===== src/rtl/fe_pkg.sv =====
package fe_pkg;
  localparam logic [7:0] FN_FIR = 8'd8;
  localparam logic [7:0] FN_IIR = 8'd9;

  typedef enum logic [2:0] {
    S_IDLE, S_ERR, S_WAIT, S_RUN, S_DRAIN, S_WRITE
  } fe_state_e;
endpackage


===== src/rtl/fe_mac.sv =====
module fe_mac #(
  parameter int DW    = 16,
  parameter int ACC_W = 40
) (
  input  logic                    clk_i,
  input  logic                    rst_ni,
  input  logic                    clr_i,
  input  logic                    v_i,
  input  logic [DW-1:0]           a_i,
  input  logic [DW-1:0]           b_i,
  output logic signed [ACC_W-1:0] acc_o
);
  localparam int PW = 2 * DW;

  logic signed [PW-1:0]    prod;
  logic signed [ACC_W-1:0] prod_x;

  assign prod   = $signed(a_i) * $signed(b_i);
  assign prod_x = $signed({{(ACC_W-PW){prod[PW-1]}}, prod});

  always_ff @(posedge clk_i or negedge rst_ni) begin
    if (!rst_ni)    acc_o <= '0;
    else if (clr_i) acc_o <= '0;
    else if (v_i)   acc_o <= acc_o + prod_x;
  end
endmodule


===== src/rtl/fe_out.sv =====
module fe_out #(
  parameter int DW    = 16,
  parameter int ACC_W = 40,
  parameter int RW    = 3
) (
  input  logic signed [ACC_W-1:0] acc_i,
  input  logic [RW-1:0]           r_i,
  output logic [DW-1:0]           y_o,
  output logic                    clip_o
);
  localparam int SW = ACC_W + (1 << RW);
  localparam logic signed [SW-1:0] MAXV = SW'((64'sd1 <<< (DW-1)) - 1);
  localparam logic signed [SW-1:0] MINV = -MAXV - 1;

  logic signed [SW-1:0] ext, sh, val;
  logic hi, lo;

  always_comb begin
    ext = $signed({{(SW-ACC_W){acc_i[ACC_W-1]}}, acc_i});
    sh  = ext <<< r_i;
    val = sh >>> (DW-1);
    hi  = val > MAXV;
    lo  = val < MINV;
    if (hi)      y_o = {1'b0, {(DW-1){1'b1}}};
    else if (lo) y_o = {1'b1, {(DW-1){1'b0}}};
    else         y_o = val[DW-1:0];
    clip_o = hi | lo;
  end
endmodule


===== src/rtl/fe_ctrl.sv =====
module fe_ctrl
  import fe_pkg::*;
#(
  parameter int AW       = 8,
  parameter int RW       = 3,
  parameter int MAX_TAPS = 127
) (
  input  logic          clk_i,
  input  logic          rst_ni,
  input  logic          start_i,
  input  logic [7:0]    func_i,
  input  logic [AW-1:0] p_i,
  input  logic [AW-1:0] q_i,
  input  logic [RW-1:0] r_i,
  input  logic [AW-1:0] c_base_i,
  input  logic [AW-1:0] x_base_i,
  input  logic [AW-1:0] x_size_i,
  input  logic [AW-1:0] y_base_i,
  input  logic [AW-1:0] y_size_i,
  input  logic [AW-1:0] x_level_i,
  input  logic          clip_i,
  output logic [AW-1:0] c_addr_o,
  output logic [AW-1:0] d_addr_o,
  output logic [AW-1:0] w_addr_o,
  output logic          rd_v_o,
  output logic          acc_clr_o,
  output logic          w_en_o,
  output logic          x_pop_o,
  output logic          busy_o,
  output logic          cfg_err_o,
  output logic          sat_o,
  output logic [RW-1:0] r_o,
  output logic [AW:0]   t_o
);
  localparam logic [AW:0] TAPS_LIM = (AW+1)'(MAX_TAPS);

  fe_state_e st_q;
  logic [AW-1:0] n_q, m_q, cb_q, xb_q, xs_q, yb_q, ys_q;
  logic [AW-1:0] rp_q, wp_q, xo_q, yo_q, y_first, m_in;
  logic [AW:0]   k_q, t_in;
  logic          is_fir, is_iir, cfg_ok, x_tap, last, sat_q;

  function automatic logic [AW-1:0] wrap_inc(input logic [AW-1:0] v, input logic [AW-1:0] sz);
    return (v == sz - 1'b1) ? '0 : v + 1'b1;
  endfunction

  assign is_fir = func_i == FN_FIR;
  assign is_iir = func_i == FN_IIR;
  assign m_in   = is_iir ? q_i : '0;
  assign t_in   = {1'b0, p_i} + {1'b0, m_in};
  assign cfg_ok = (is_fir || is_iir) && p_i != '0 &&
                  (!is_iir || (q_i != '0 && q_i < p_i)) &&
                  t_in <= TAPS_LIM && x_size_i >= p_i &&
                  y_size_i >= m_in && y_size_i != '0;

  assign t_o     = {1'b0, n_q} + {1'b0, m_q};
  assign x_tap   = k_q < {1'b0, n_q};
  assign last    = k_q == t_o - 1'b1;
  assign y_first = (wp_q >= m_q) ? wp_q - m_q : wp_q + ys_q - m_q;

  assign c_addr_o  = cb_q + k_q[AW-1:0];
  assign d_addr_o  = x_tap ? xb_q + xo_q : yb_q + yo_q;
  assign w_addr_o  = yb_q + wp_q;
  assign rd_v_o    = st_q == S_RUN;
  assign acc_clr_o = st_q == S_WAIT && start_i && x_level_i >= n_q;
  assign w_en_o    = st_q == S_WRITE;
  assign x_pop_o   = st_q == S_WRITE;
  assign busy_o    = st_q != S_IDLE && st_q != S_ERR;
  assign cfg_err_o = st_q == S_ERR;
  assign sat_o     = sat_q;

  always_ff @(posedge clk_i or negedge rst_ni) begin
    if (!rst_ni) begin
      st_q <= S_IDLE;
      n_q <= '0; m_q <= '0; r_o <= '0; cb_q <= '0;
      xb_q <= '0; xs_q <= '0; yb_q <= '0; ys_q <= '0;
      rp_q <= '0; wp_q <= '0; xo_q <= '0; yo_q <= '0;
      k_q <= '0; sat_q <= 1'b0;
    end else begin
      unique case (st_q)
        S_IDLE: if (start_i) begin
          n_q <= p_i; m_q <= m_in; r_o <= r_i; cb_q <= c_base_i;
          xb_q <= x_base_i; xs_q <= x_size_i; yb_q <= y_base_i; ys_q <= y_size_i;
          rp_q <= '0; wp_q <= '0; sat_q <= 1'b0;
          st_q <= cfg_ok ? S_WAIT : S_ERR;
        end
        S_ERR: if (!start_i) st_q <= S_IDLE;
        S_WAIT:
          if (!start_i) st_q <= S_IDLE;
          else if (x_level_i >= n_q) begin
            k_q <= '0; xo_q <= rp_q; yo_q <= y_first; st_q <= S_RUN;
          end
        S_RUN: begin
          k_q <= k_q + 1'b1;
          if (x_tap) xo_q <= wrap_inc(xo_q, xs_q);
          else       yo_q <= wrap_inc(yo_q, ys_q);
          if (last)  st_q <= S_DRAIN;
        end
        S_DRAIN: st_q <= S_WRITE;
        S_WRITE: begin
          sat_q <= sat_q | clip_i;
          rp_q  <= wrap_inc(rp_q, xs_q);
          wp_q  <= wrap_inc(wp_q, ys_q);
          st_q  <= S_WAIT;
        end
        default: st_q <= S_IDLE;
      endcase
    end
  end

  p_one_write_r4: assert property (@(posedge clk_i) disable iff (!rst_ni)
    w_en_o |=> !w_en_o);
  p_x_window_r4: assert property (@(posedge clk_i) disable iff (!rst_ni)
    (rd_v_o && x_tap) |-> (AW'(d_addr_o - xb_q) < xs_q));
  p_y_window_r6: assert property (@(posedge clk_i) disable iff (!rst_ni)
    (rd_v_o && !x_tap) |-> (AW'(d_addr_o - yb_q) < ys_q));
  p_err_quiet_r8: assert property (@(posedge clk_i) disable iff (!rst_ni)
    cfg_err_o |-> (!busy_o && !w_en_o && !rd_v_o));
  p_stop_r2: assert property (@(posedge clk_i) disable iff (!rst_ni)
    (busy_o && !rd_v_o && !w_en_o && !start_i && st_q == S_WAIT) |=> !busy_o);
endmodule


===== src/rtl/fe_engine.sv =====
module fe_engine #(
  parameter int DW       = 16,
  parameter int AW       = 8,
  parameter int ACC_W    = 40,
  parameter int RW       = 3,
  parameter int MAX_TAPS = 127
) (
  input  logic          clk_i,
  input  logic          rst_ni,
  input  logic          start_i,
  input  logic [7:0]    func_i,
  input  logic [AW-1:0] p_i,
  input  logic [AW-1:0] q_i,
  input  logic [RW-1:0] r_i,
  input  logic [AW-1:0] c_base_i,
  input  logic [AW-1:0] x_base_i,
  input  logic [AW-1:0] x_size_i,
  input  logic [AW-1:0] y_base_i,
  input  logic [AW-1:0] y_size_i,
  input  logic [AW-1:0] x_level_i,
  output logic [AW-1:0] c_addr_o,
  input  logic [DW-1:0] c_rdata_i,
  output logic [AW-1:0] d_addr_o,
  input  logic [DW-1:0] d_rdata_i,
  output logic          w_en_o,
  output logic [AW-1:0] w_addr_o,
  output logic [DW-1:0] w_data_o,
  output logic          x_pop_o,
  output logic          busy_o,
  output logic          cfg_err_o,
  output logic          sat_o
);
  logic                    rd_v, rd_v_q, acc_clr, clip;
  logic [RW-1:0]           r_lat;
  logic [AW:0]             taps, tap_cnt_q;
  logic signed [ACC_W-1:0] acc;

  fe_ctrl #(.AW(AW), .RW(RW), .MAX_TAPS(MAX_TAPS)) i_ctrl (
    .clk_i, .rst_ni, .start_i, .func_i, .p_i, .q_i, .r_i,
    .c_base_i, .x_base_i, .x_size_i, .y_base_i, .y_size_i, .x_level_i,
    .clip_i(clip), .c_addr_o, .d_addr_o, .w_addr_o,
    .rd_v_o(rd_v), .acc_clr_o(acc_clr), .w_en_o, .x_pop_o,
    .busy_o, .cfg_err_o, .sat_o, .r_o(r_lat), .t_o(taps)
  );

  // memory returns data one cycle after the address
  always_ff @(posedge clk_i or negedge rst_ni) begin
    if (!rst_ni) rd_v_q <= 1'b0;
    else         rd_v_q <= rd_v;
  end

  fe_mac #(.DW(DW), .ACC_W(ACC_W)) i_mac (
    .clk_i, .rst_ni, .clr_i(acc_clr), .v_i(rd_v_q),
    .a_i(c_rdata_i), .b_i(d_rdata_i), .acc_o(acc)
  );

  fe_out #(.DW(DW), .ACC_W(ACC_W), .RW(RW)) i_out (
    .acc_i(acc), .r_i(r_lat), .y_o(w_data_o), .clip_o(clip)
  );

  always_ff @(posedge clk_i or negedge rst_ni) begin
    if (!rst_ni)      tap_cnt_q <= '0;
    else if (acc_clr) tap_cnt_q <= '0;
    else if (rd_v_q)  tap_cnt_q <= tap_cnt_q + 1'b1;
  end

  p_taps_per_output_r5: assert property (@(posedge clk_i) disable iff (!rst_ni)
    w_en_o |-> tap_cnt_q == taps);
  p_sat_sticky_r7: assert property (@(posedge clk_i) disable iff (!rst_ni)
    (sat_o && busy_o) |=> sat_o);
  p_pop_with_write_r4: assert property (@(posedge clk_i) disable iff (!rst_ni)
    x_pop_o |-> (w_en_o && !rd_v_q));
endmodule


===== config.mk =====
export PLATFORM = sky130hd
export DESIGN_NAME = fe_engine
export DESIGN_NICKNAME = d
export VERILOG_FILES = /design/src/rtl/fe_pkg.sv /design/src/rtl/fe_mac.sv /design/src/rtl/fe_out.sv /design/src/rtl/fe_ctrl.sv /design/src/rtl/fe_engine.sv
export SDC_FILE = /design/constraint.sdc
export NUM_CORES = 1
export LEC_CHECK = 0
export ABC_AREA = 1
export BUFFER_PORTS_ARGS = -buffer_cell sky130_fd_sc_hd__buf_2
export CELL_PAD_IN_SITES_DETAIL_PLACEMENT = 0
export CELL_PAD_IN_SITES_GLOBAL_PLACEMENT = 1
export CORE_MARGIN = 10
export CORE_UTILIZATION = 43
export DETAILED_ROUTE_END_ITERATION = 10
export GPL_TIMING_DRIVEN = 0
export PLACE_DENSITY_LB_ADDON = 0.1
export REMOVE_ABC_BUFFERS = 1
export SLEW_MARGIN = 20
export SYNTH_ARGS = -nofsm -noshare
export SYNTH_HDL_FRONTEND = slang
export SYNTH_SLANG_ARGS = --single-unit

===== constraint.sdc =====
create_clock -name clk_i -period 4.5 [get_ports clk_i]
set_input_delay 0.9 -clock clk_i [delete_from_list [all_inputs] [get_ports clk_i]]
set_output_delay 0.9 -clock clk_i [all_outputs]
set_load 0.005 [all_outputs]

==> results.toml <==
[outcome]
status = "complete, but fails checks"
violations = "setup timing"

[die]
die_height_um = 264.5
die_x_um = 264.5
pin_count = 155
dieArea_um2 = 69940
fp-row-count = 89
initial_utilization = 0.4346
core_um2 = 59130

[worst_setup_path]
reg2reg_to = "i_mac.acc_o[28]$_DFFE_PN0P_"
r2r_start = "i_mac.acc_o[15]$_DFFE_PN0P_"
cp.arrival_ps = 6070
start_kind = "input pin"
path_max_fanout = 16
r2r_cells = 20
critPathKind = "input pin to flop"
cp.required_ps = 4820
reg2reg_slack_ps = -180
cp-end-kind = "flop"

[clock_tree]
root_buffer = "clkbuf_16"
htree_levels = 4
cts_buffers = 17
clkLatencyLatePin_ps = 470
clockBufferDepth = 2
cts.sinks = 145
clk_pin_slew_ps = 70
cts_tree = "done"

[logic_synthesis]
synth_cell_types = 50
synth_adder_area_share = 0.3790
ys.flop_type = "dfrtp_1"
synth_top_family_by_area = "adder cells"
synthSimpleGateAreaFrac = 0.2145
async_flop_share = 1.000
synth_compound_area_frac = 0.08096
synthMuxAreaShare = 0.003895
synth_edf_count = 0
synth.avg_cell_area_um2 = 7.372
yosysWarnings = 0
synthCells = 3486
synth-xor-area-share = 0.03802
ys_seq_area_frac = 0.1412
netlist_area_um2 = 25700
yosys_register_bits = 145

[global_route]
antenna_found_initial = 0
gr-total-overflow = 0
grt_pass1_vias = 23410
grt_pass1_wl_um = 125700
grt_max_degree = 88
grtUsageTotal = 0.2225

[worst_hold_path]
min_path_type = "input pin to async pin"

[cells_and_area]
final_nets = 4314
drive_above_1_share = 0.1989
multiInputGateArea_um2 = 20480
area_delta_synth_final_pct = 20.37
n_antenna_cell = 0
regArea_um2 = 3632
final_core_util = 0.5232
fillers = 5739

[place]
hpwl_um = 62780
gp_congestion = 0.9493
port_buffers = 154

[timing]
setup_viol = 32
fin_setup_tns_ps = -32640
slew_violations = 0
tightest_slew_ps = 1044
worst_slack_ps = -1252
rsz0062_at_grt = "true"
period_share = 1.278
clock.fmax_mhz = 173.8
fin_crit_ps = 5752
hold_viol_final = 0
skew_ps = 10.71
max_slew_margin = 0.3020

[detailed_routing]
dr.pass1.iters = 6
wl_per_cell_um = 17.35
drc = 0
vias_per_cell = 5.054
drt_wl_total_um = 76650
drtIter0Drc = 1007
drtAntennaViolNets = 0
via_count = 22330

[job]
cap_violations = 0
==> worst max-delay path: stages <==
cell and delay (ps):
buf_8 160, nand2_4 80, inv_1 70, fa_2 480, fa_1 550, clkinvlp_4 120, buf_12 150, fa_2 520
buf_6 160, fa_1 470, inv_1 50, fa_1 490, inv_2 40, fa_1 540, inv_2 60, ha_4 320
nand2_4 80, nor2_4 100, inv_4 60, buf_4 130, nor2_1 120, a21oi_2 70, nand3_2 130, nand2_2 70
nand2_2 60, o22ai_2 80
==> per-layer routing <==
layer	global-route usage	share of wire
met1	0.2698	0.42
met3	0.02491	0.033
met5	0	0
met4	0.06507	0.026
met2	0.4082	0.53
==> cell usage after synthesis (15+ instances only) <==
library cell | instances | area share
xor2_1 | 75 | 0.026
nand2_1 | 865 | 0.13
o21ai_1 | 16 | 0.0031
a21oi_1 | 111 | 0.022
o211ai_1 | 15 | 0.0044
ha_1 | 228 | 0.11
clkbuf_1 | 81 | 0.012
dfrtp_1 | 145 | 0.14
o22ai_1 | 18 | 0.0044
inv_1 | 823 | 0.12
nand4_1 | 34 | 0.0083
xnor2_1 | 34 | 0.012
o21ai_0 | 164 | 0.032
nand3b_1 | 24 | 0.0070
buf_2 | 22 | 0.0043
nor3_1 | 26 | 0.0051
nor2_1 | 187 | 0.027
nand3_1 | 153 | 0.030
fa_1 | 344 | 0.27
==> cells in the final DEF, fill, tap and decap left out, types with 40 or more instances in the layout <==
cell type,netlist,routed
a21oi_1,111,67
buf_2,22,122
buf_4,3,54
dfrtp_1,145,142
fa_1,344,323
ha_1,228,186
inv_1,823,742
inv_2,9,78
nand2_1,865,796
nand2_2,12,58
nand3_1,153,137
nor2_1,187,131
nor2_4,0,40
o21ai_0,164,117
xor2_1,75,75
==> through the flow <==
step	hold WS (ps)	cells	instance area [um2]	setup WS [ps]
CTS	377.3	4386	30010	-1296
global route	404.7	4418	30930	-1447
floorplan	445.9	3370	25170	-1556
global placement	461.4	4297	26900	-3320
finish	378.7	4418	30930	-1252
detailed placement	468.5	4302	27040	-2901
==> worst max-delay path by stage <==
stage             startpoint                     endpoint  slack (ps)  cells past startpoint
2_1_floorplan  d_rdata_i[15]  i_mac.acc_o[20]$_DFFE_PN0P_       -1560                     20
3_3_place_gp         start_i   i_ctrl.rp_q[4]$_DFFE_PN0P_       -3320                      8
3_5_place_dp   d_rdata_i[15]  i_mac.acc_o[33]$_DFFE_PN0P_       -2900                     22
4_1_cts        c_rdata_i[15]  i_mac.acc_o[36]$_DFFE_PN0P_       -1300                     25
5_1_grt        c_rdata_i[15]  i_mac.acc_o[38]$_DFFE_PN0P_       -1450                     23
6_report        d_rdata_i[1]  i_mac.acc_o[36]$_DFFE_PN0P_       -1250                     26
==> registers in the layout (all words and copies together), names as in the netlist, 3 cells and up <==
signal / count
i_ctrl.r_o: 3
i_ctrl.rp_q: 8
i_ctrl.yo_q: 8
i_ctrl.xb_q: 8
i_ctrl.wp_q: 8
i_ctrl.xs_q: 8
i_ctrl.yb_q: 8
i_ctrl.cb_q: 8
i_ctrl.st_q: 3
i_ctrl.m_q: 8
i_ctrl.k_q: 9
i_ctrl.ys_q: 8
i_ctrl.xo_q: 8
i_ctrl.n_q: 8
i_mac.acc_o: 40
==> cell families (layout without fill, tap and decap cells) <==
family,count (synthesis),in the layout
mux,10,10
fa+ha+maj,572,572
buf+inv,949,1108
simple gates,1328,1328
compound gates,372,372
xor+xnor,110,110
flops,145,145
==> layout make-up <==
cell class                 instances  area share
multi-input combinational       2392      0.6621
sequential                       145      0.1174
inverter                         833      0.1022
timing repair buffer             241     0.06686
tap                              773     0.03127
clock buffer                      18     0.01420
clock inverter                    14    0.005541
timing repair inverter             2   0.0004045
==> timing repair <==
action,CTS,global route
setup endpoints to repair,48,38
setup buffers,50,33
pin swaps,193,150
gates cloned,2,0
hold buffers,0,0
resized for setup,522,190
Power is not shown: default switching activity piles up to over one toggle a cycle in this logic, so the estimate is an artifact.
